--- src/rtl/scl_split_pkg.sv ---
package scl_split_pkg;

  localparam int MODE_CODES = 4;

  typedef enum logic [2:0] {
    ST_IDLE     = 3'd0,
    ST_START_SU = 3'd1,
    ST_START_HD = 3'd2,
    ST_LOW      = 3'd3,
    ST_HIGH     = 3'd4,
    ST_STOP_SU  = 3'd5
  } scl_state_e;

  // numerator of the low-phase fraction for a mode code
  function automatic int frac_num(input int code);
    case (code)
      0:       frac_num = 535;
      1:       frac_num = 64;
      default: frac_num = 62;
    endcase
  endfunction

  // denominator of the low-phase fraction for a mode code
  function automatic int frac_den(input int code);
    case (code)
      0:       frac_den = 1000;
      default: frac_den = 100;
    endcase
  endfunction

endpackage

--- src/rtl/scl_split_calc.sv ---
module scl_split_calc
  import scl_split_pkg::*;
#(
  parameter int PW   = 9,
  parameter int LW   = 8,
  parameter int PMIN = 2,
  parameter int PMAX = 510
) (
  input  logic          clk,
  input  logic          rst_n,
  input  logic [PW-1:0] period_i,
  input  logic [1:0]    mode_i,
  output logic [LW-1:0] low_o,
  output logic [PW-1:0] high_o,
  output logic          err_o,
  output logic          ready_o
);

  localparam int FW      = 10;
  localparam int PROD_W  = PW + FW;
  localparam int LOW_MAX = (1 << LW) - 1;

  logic [FW-1:0] num_tab [MODE_CODES];
  logic [FW-1:0] den_tab [MODE_CODES];

  genvar g;
  generate
    for (g = 0; g < MODE_CODES; g++) begin : g_frac
      assign num_tab[g] = FW'(frac_num(g));
      assign den_tab[g] = FW'(frac_den(g));
    end
  endgenerate

  // stage 1: capture inputs and product
  logic [PW-1:0]     s1_period_q, s1_period_d;
  logic [1:0]        s1_mode_q, s1_mode_d;
  logic [PROD_W-1:0] s1_prod_q, s1_prod_d;

  // stage 2: quotient, saturation, remainder phase, range check
  logic [LW-1:0]     s2_low_q, s2_low_d;
  logic [PW-1:0]     s2_high_q, s2_high_d;
  logic              s2_err_q, s2_err_d;
  logic              rdy_q, rdy_d;
  logic [PROD_W-1:0] quot;

  always_comb begin
    s1_period_d = period_i;
    s1_mode_d   = mode_i;
    s1_prod_d   = PROD_W'(period_i) * PROD_W'(num_tab[mode_i]);
  end

  always_comb begin
    quot = s1_prod_q / PROD_W'(den_tab[s1_mode_q]);
    if (quot > PROD_W'(LOW_MAX)) begin
      s2_low_d = LW'(LOW_MAX);
    end else begin
      s2_low_d = quot[LW-1:0];
    end
    s2_high_d = s1_period_q - PW'(s2_low_d);
    s2_err_d  = (s1_period_q < PW'(PMIN)) || (s1_period_q > PW'(PMAX));
    rdy_d     = (period_i == s1_period_q) && (mode_i == s1_mode_q);
  end

  always_ff @(posedge clk or negedge rst_n) begin
    if (!rst_n) begin
      s1_period_q <= '0;
      s1_mode_q   <= '0;
      s1_prod_q   <= '0;
      s2_low_q    <= '0;
      s2_high_q   <= '0;
      s2_err_q    <= 1'b0;
      rdy_q       <= 1'b0;
    end else begin
      s1_period_q <= s1_period_d;
      s1_mode_q   <= s1_mode_d;
      s1_prod_q   <= s1_prod_d;
      s2_low_q    <= s2_low_d;
      s2_high_q   <= s2_high_d;
      s2_err_q    <= s2_err_d;
      rdy_q       <= rdy_d;
    end
  end

  assign low_o   = s2_low_q;
  assign high_o  = s2_high_q;
  assign err_o   = s2_err_q;
  assign ready_o = rdy_q;

endmodule

--- src/rtl/scl_phase_timer.sv ---
module scl_phase_timer #(
  parameter int W = 9
) (
  input  logic         clk,
  input  logic         rst_n,
  input  logic         load_i,
  input  logic [W-1:0] val_i,
  output logic         done_o
);

  logic [W-1:0] cnt_q, cnt_d;
  logic         cnt_en;

  always_comb begin
    cnt_en = load_i || (cnt_q != '0);
    cnt_d  = cnt_q;
    if (load_i) begin
      cnt_d = (val_i == '0) ? '0 : val_i - W'(1);
    end else if (cnt_q != '0) begin
      cnt_d = cnt_q - W'(1);
    end
  end

  always_ff @(posedge clk or negedge rst_n) begin
    if (!rst_n) begin
      cnt_q <= '0;
    end else if (cnt_en) begin
      cnt_q <= cnt_d;
    end
  end

  assign done_o = (cnt_q == '0);

endmodule

--- src/rtl/scl_wave_fsm.sv ---
module scl_wave_fsm
  import scl_split_pkg::*;
#(
  parameter int PW = 9,
  parameter int LW = 8
) (
  input  logic          clk,
  input  logic          rst_n,
  input  logic          enable_i,
  input  logic          start_i,
  input  logic          stop_i,
  input  logic          ready_i,
  input  logic          err_i,
  input  logic [LW-1:0] low_i,
  input  logic [PW-1:0] high_i,
  output logic          scl_o,
  output logic          sda_o,
  output logic          busy_o
);

  scl_state_e    state_q, state_d;
  logic          pend_q, pend_d;
  logic [LW-1:0] lat_low_q, lat_low_d;
  logic [PW-1:0] lat_high_q, lat_high_d;
  logic          scl_q, scl_d;
  logic          sda_q, sda_d;
  logic          lat_en;
  logic          tm_load;
  logic [PW-1:0] tm_val;
  logic          tm_done;

  scl_phase_timer #(.W(PW)) u_timer (
    .clk    (clk),
    .rst_n  (rst_n),
    .load_i (tm_load),
    .val_i  (tm_val),
    .done_o (tm_done)
  );

  always_comb begin
    state_d    = state_q;
    pend_d     = pend_q;
    lat_en     = 1'b0;
    lat_low_d  = lat_low_q;
    lat_high_d = lat_high_q;
    tm_load    = 1'b0;
    tm_val     = PW'(lat_low_q);

    if (stop_i && (state_q != ST_IDLE)) begin
      pend_d = 1'b1;
    end

    if (!enable_i) begin
      state_d = ST_IDLE;
      pend_d  = 1'b0;
    end else begin
      case (state_q)
        ST_IDLE: begin
          pend_d = 1'b0;
          if (start_i && ready_i && !err_i) begin
            lat_en     = 1'b1;
            lat_low_d  = low_i;
            lat_high_d = high_i;
            tm_load    = 1'b1;
            tm_val     = PW'(low_i);
            state_d    = ST_START_SU;
          end
        end
        ST_START_SU: begin
          if (tm_done) begin
            tm_load = 1'b1;
            state_d = ST_START_HD;
          end
        end
        ST_START_HD: begin
          if (tm_done) begin
            tm_load = 1'b1;
            state_d = ST_LOW;
          end
        end
        ST_LOW: begin
          if (tm_done) begin
            tm_load = 1'b1;
            if (pend_q || stop_i) begin
              pend_d  = 1'b0;
              state_d = ST_STOP_SU;
            end else begin
              tm_val  = lat_high_q;
              state_d = ST_HIGH;
            end
          end
        end
        ST_HIGH: begin
          if (tm_done) begin
            tm_load = 1'b1;
            state_d = ST_LOW;
          end
        end
        ST_STOP_SU: begin
          if (tm_done) begin
            pend_d  = 1'b0;
            state_d = ST_IDLE;
          end
        end
        default: state_d = ST_IDLE;
      endcase
    end

    scl_d = (state_d != ST_LOW);
    sda_d = (state_d == ST_IDLE) || (state_d == ST_START_SU);
  end

  always_ff @(posedge clk or negedge rst_n) begin
    if (!rst_n) begin
      state_q <= ST_IDLE;
      pend_q  <= 1'b0;
      scl_q   <= 1'b1;
      sda_q   <= 1'b1;
    end else begin
      state_q <= state_d;
      pend_q  <= pend_d;
      scl_q   <= scl_d;
      sda_q   <= sda_d;
    end
  end

  always_ff @(posedge clk or negedge rst_n) begin
    if (!rst_n) begin
      lat_low_q  <= '0;
      lat_high_q <= '0;
    end else if (lat_en) begin
      lat_low_q  <= lat_low_d;
      lat_high_q <= lat_high_d;
    end
  end

  assign scl_o  = scl_q;
  assign sda_o  = sda_q;
  assign busy_o = (state_q != ST_IDLE);

endmodule

--- src/rtl/scl_split_gen.sv ---
module scl_split_gen #(
  parameter int PW   = 9,
  parameter int LW   = 8,
  parameter int PMIN = 2,
  parameter int PMAX = 510
) (
  input  logic          clk,
  input  logic          rst_n,
  input  logic          enable_i,
  input  logic          start_i,
  input  logic          stop_i,
  input  logic [PW-1:0] period_i,
  input  logic [1:0]    mode_i,
  output logic          scl_o,
  output logic          sda_o,
  output logic          ready_o,
  output logic          err_o,
  output logic [LW-1:0] t_low_o,
  output logic [PW-1:0] t_high_o
);

  logic [LW-1:0] low_c;
  logic [PW-1:0] high_c;
  logic          err_c;
  logic          rdy_c;
  logic          busy;

  scl_split_calc #(.PW(PW), .LW(LW), .PMIN(PMIN), .PMAX(PMAX)) u_calc (
    .clk      (clk),
    .rst_n    (rst_n),
    .period_i (period_i),
    .mode_i   (mode_i),
    .low_o    (low_c),
    .high_o   (high_c),
    .err_o    (err_c),
    .ready_o  (rdy_c)
  );

  scl_wave_fsm #(.PW(PW), .LW(LW)) u_fsm (
    .clk      (clk),
    .rst_n    (rst_n),
    .enable_i (enable_i),
    .start_i  (start_i),
    .stop_i   (stop_i),
    .ready_i  (rdy_c),
    .err_i    (err_c),
    .low_i    (low_c),
    .high_i   (high_c),
    .scl_o    (scl_o),
    .sda_o    (sda_o),
    .busy_o   (busy)
  );

  assign t_low_o  = low_c;
  assign t_high_o = high_c;
  assign err_o    = err_c;
  assign ready_o  = rdy_c;

endmodule

--- config.mk ---
export PLATFORM = sky130hd
export DESIGN_NAME = scl_split_gen
export DESIGN_NICKNAME = d
export VERILOG_FILES = /design/src/rtl/scl_split_pkg.sv /design/src/rtl/scl_split_calc.sv /design/src/rtl/scl_phase_timer.sv /design/src/rtl/scl_wave_fsm.sv /design/src/rtl/scl_split_gen.sv
export SDC_FILE = /design/constraint.sdc
export NUM_CORES = 1
export LEC_CHECK = 0
export ABC_AREA = 1
export BUFFER_PORTS_ARGS = -buffer_cell sky130_fd_sc_hd__buf_4
export CORE_AREA = 3 3 116 202
export CTS_BUF_LIST = sky130_fd_sc_hd__clkbuf_2
export DETAILED_ROUTE_END_ITERATION = 7
export DIE_AREA = 0 0 119 205
export PLACE_DENSITY = 0.68
export SYNTH_ARGS = -nofsm -noshare
export SYNTH_HDL_FRONTEND = slang
export SYNTH_SLANG_ARGS = --single-unit
--- constraint.sdc ---
create_clock -name clk -period 56.6 [get_ports clk]
set_input_delay 8.49 -clock clk [delete_from_list [all_inputs] [get_ports clk]]
set_output_delay 8.49 -clock clk [all_outputs]
set_load 0.01 [all_outputs]
==> metrics list <==
* Outcome: complete, no violations
- Final routed wirelength across all metal layers: approximately 28 mm
- Wire length of the first global-routing pass: between 40 and 50 mm
- Number of nets at the end of the flow: 1790
* Full die area: 24400 µm²
* Ratio of routed vias to standard cells: 5.31
- For the finished layout, the period the worst path requires is between 20 and 25 ns.
- Average detailed-routed wire length per instance: between 10 and 15 µm
* Vias in the first global route: 10.4k
- Congestion Overflow GR: 0
- The die is ~120 µm wide.
* Worst reg-to-reg setup slack: roughly 34 ns
- Min Hold Slack: 0.510 ns
- RSZ-0062 raised after global routing: false
- The final hold violation count came to 0.
* Setup Total Neg Slack: 0 ns
- Fmax achieved: 44.9 MHz
- Maximum level of the CTS H-tree: 3
- Number of buffers created by CTS: 9
- Post-synth EDFFs: 0
- Among all flip-flop cells after synthesis, the most frequent one is sky130_fd_sc_hd__dfrtp_1.
- Top cell by count, worst path: sky130_fd_sc_hd__nor2_1
- Startpoint-to-endpoint class of the critical path: flop to flop
* HPWL after detailed placement: around 24 mm
- Critical path capture point type: flop
* Crit path launch type: flop
* Number of max-slew violations in the final report: 0
- In this run the count of I/O pins placed on the die edge is 37.
* Share of layout cells above drive strength 1: 14.3%
* Final setup viols: 0
* WHS Path Cells: 2
* Most numerous cell types in the synthesized netlist: 325 x sky130_fd_sc_hd__nand2_1, 237 x sky130_fd_sc_hd__inv_1, 163 x sky130_fd_sc_hd__nor2_1
* Number of setup buffers added after CTS: 0
- The min-delay analysis places its worst path in the category flop to flop.
- The number of hold buffers added after CTS was 0.
* Startpoint of the most critical setup path: u_calc.s1_mode_q[0]
- In this run the clock root is driven by a sky130_fd_sc_hd__clkbuf_2.
- TritonCTS built the clock tree.
- Number of resized instances in the post-cts repair step: 0
* Worst setup path endpoint: u_calc.high_o[8]
* Register clock-pin slew on the reported worst setup and hold paths: ~0.26 ns
* Worst R2R Start: u_calc.s1_mode_q[0]
- In this run the deepest clock path goes through 2 buffers.
- For this run, the detailed router's first-pass iteration total came to 6.
* Mean cell area of the mapped netlist: 7.15 µm²
- For the worst setup path, the data arrival time is roughly 23 ns.
* Synthesized net count: 1764
- During placement, the flow inserted port buffers numbering 36.
- Detailed-route via count: between 10k and 15k
- Drt drc: 0
* Top-count cell post-synth: sky130_fd_sc_hd__nand2_1
- Once detail routing completed, the nets flagged for antenna violations numbered 0.
* Synth warn: 0
* Gr usage total: about a quarter
* Biggest fanout along the worst timing path: 57
- The cell area that synthesis handed to floorplanning was ~11000 µm².
* Gate count after technology mapping: 1595
- Number of unique standard cell types used by synthesis: between 50 and 60
- The floorplan step defined a core boundary enclosing 22100 µm².
- Antenna violations before repair: 1
* Maximum number of pins on one net before global-route repair: between 60 and 70
* Worst Path Required: between 50 and 60 ns
- Synth async-reset ratio: 100%
* Standard-cell rows: 72
* Pin slew with the least headroom to its limit: 0.847 ns
* Final RePlAce weighted congestion: 0.980
- Cell with the biggest individual delay on the critical path: sky130_fd_sc_hd__ha_1
- Clock network latency to the later pin of the worst-skew pair: 0.57 ns
- Initial detailed-routing violation count: 464
- Share of the cycle needed by the critical path after routing: 39.3%
- Largest cells by area after synthesis: sky130_fd_sc_hd__dfrtp_1 17%, sky130_fd_sc_hd__ha_1 12%, sky130_fd_sc_hd__nand2_1 11%
- Across the routed clock network, the largest skew measured is 0.0411 ns.
- In this run the vertical extent of the chip is between 200 and 250 µm.
* Number of max-cap violations: 0
- Relative to the synthesized area, the layout overhead comes to 5.93%.
- Of the post-synthesis cell area, the dominant cell type holds between 15 and 20%.
- Synthesis inferred between 80 and 90 register bits.
- Fillers: between 2k and 2.5k
- Starting Density: 51.7%
- Worst slew margin: 43.3%
- For this run, the slowest stage of the critical path takes around 0.55 ns.
- The share of the Yosys chip area taken by registers is about 18%.
* Top cell type by total area after synthesis: sky130_fd_sc_hd__dfrtp_1
* Capture instance of the worst register-to-register path: u_calc.high_o[8]
* CTS sink cnt: 81
- Depth of the most critical reg-to-reg path: 135
==> area by class of cell <==
class                           instances  area (µm²)  share of cell area [%]
Multi-Input combinational cell       1230        8250                    68.3
Sequential cell                        81        2030                    16.8
Inverter                              261         985                    8.15
Tap cell                              296         370                    3.07
Timing Repair Buffer                   38         285                    2.36
Clock inverter                          7         105                   0.870
Clock buffer                            9        45.0                   0.373
Antenna cell                            1        2.50                  0.0207
==> cell families after synthesis <==
kind of cell	after synthesis	share of synthesized area, %
xor gates and xnor gates	83	6.38
adders and majority gates	153	19.6
buffers and inverters	284	9.80
AOI/OAI and AO/OA	170	8.70
and+or+nand+nor	824	37.8
DFF	81	17.8
==> through the flow <==
step / cell area [µm²] / utilization, % / instances / setup slack [ns]
2_1_floorplan: 11400 / - / 1595 / 37.68
3_3_place_gp: 11900 / 54.0 / 1906 / 34.81
3_5_place_dp: 11900 / 54.0 / 1906 / 34.41
4_1_cts: 12100 / 54.7 / 1922 / 34.31
5_1_grt: 12100 / 54.7 / 1923 / 32.20
6_report: 12100 / 54.7 / 1923 / 34.33
==> worst max-delay path: cells and delay by family, from the launching register on <==
kind	cells	cell delay, ns
XOR/XNOR	4	0.61
adder cells (fa/ha/maj)	15	4.85
buffers and inverters	18	1.54
AND/OR/NAND/NOR	78	10.48
flip-flops	1	0.44
AO/OA/AOI/OAI	20	4.27
==> placed cells by master (no fill, tap or decap), types with 9 or more instances in the layout <==
cell type	count
sky130_fd_sc_hd__nor3_1	29
sky130_fd_sc_hd__inv_1	237
sky130_fd_sc_hd__inv_2	19
sky130_fd_sc_hd__dfrtp_1	79
sky130_fd_sc_hd__nand3_1	89
sky130_fd_sc_hd__o21ai_0	60
sky130_fd_sc_hd__o21bai_1	11
sky130_fd_sc_hd__nand3_4	9
sky130_fd_sc_hd__nor2_1	163
sky130_fd_sc_hd__xnor2_1	29
sky130_fd_sc_hd__nand3_2	33
sky130_fd_sc_hd__nor2_2	9
sky130_fd_sc_hd__a21oi_1	60
sky130_fd_sc_hd__nor2_4	18
sky130_fd_sc_hd__nand3b_1	16
sky130_fd_sc_hd__nand2_1	325
sky130_fd_sc_hd__xor2_1	54
sky130_fd_sc_hd__buf_4	38
sky130_fd_sc_hd__nand4_1	41
sky130_fd_sc_hd__nand2_2	47
sky130_fd_sc_hd__clkbuf_2	9
sky130_fd_sc_hd__ha_1	111
sky130_fd_sc_hd__nand2_4	20
sky130_fd_sc_hd__fa_1	42
==> sequential cells by signal, indices dropped and copies added, names as in the netlist <==
register             cells
u_fsm.sda_o              1
u_fsm.scl_o              1
u_calc.ready_o           1
u_calc.s1_prod_q        19
u_calc.s1_mode_q         2
u_fsm.u_timer.cnt_q      9
u_fsm.lat_high_q         9
u_fsm.state_q            3
u_calc.s1_period_q       9
u_calc.high_o            9
u_fsm.pend_q             1
u_calc.err_o             1
u_fsm.lat_low_q          8
u_calc.low_o             8
==> routing by layer <==
layer,global-route usage (%),wire length (µm),up-vias
li1,-,-,5189
met1,22.6,10200,4773
met2,47.6,16100,169
met3,2.04,463,80
met4,11.9,1490,0
met5,0,0,-
==> worst min-delay path by stage <==
stage                              from             endpoint  slack, ns
finish              u_fsm.lat_high_q[1]  u_fsm.lat_high_q[1]       0.51
global route        u_fsm.lat_high_q[1]  u_fsm.lat_high_q[1]       0.54
CTS                 u_fsm.lat_high_q[1]  u_fsm.lat_high_q[1]       0.51
detailed placement  u_fsm.lat_high_q[1]  u_fsm.lat_high_q[1]       0.46
global placement    u_fsm.lat_high_q[3]  u_fsm.lat_high_q[3]       0.46
floorplan           u_fsm.lat_high_q[1]  u_fsm.lat_high_q[1]       0.44
Power is left out: the tool's default activity adds up to more than one toggle a clock period on the data nets, which glitch-free logic cannot reach.
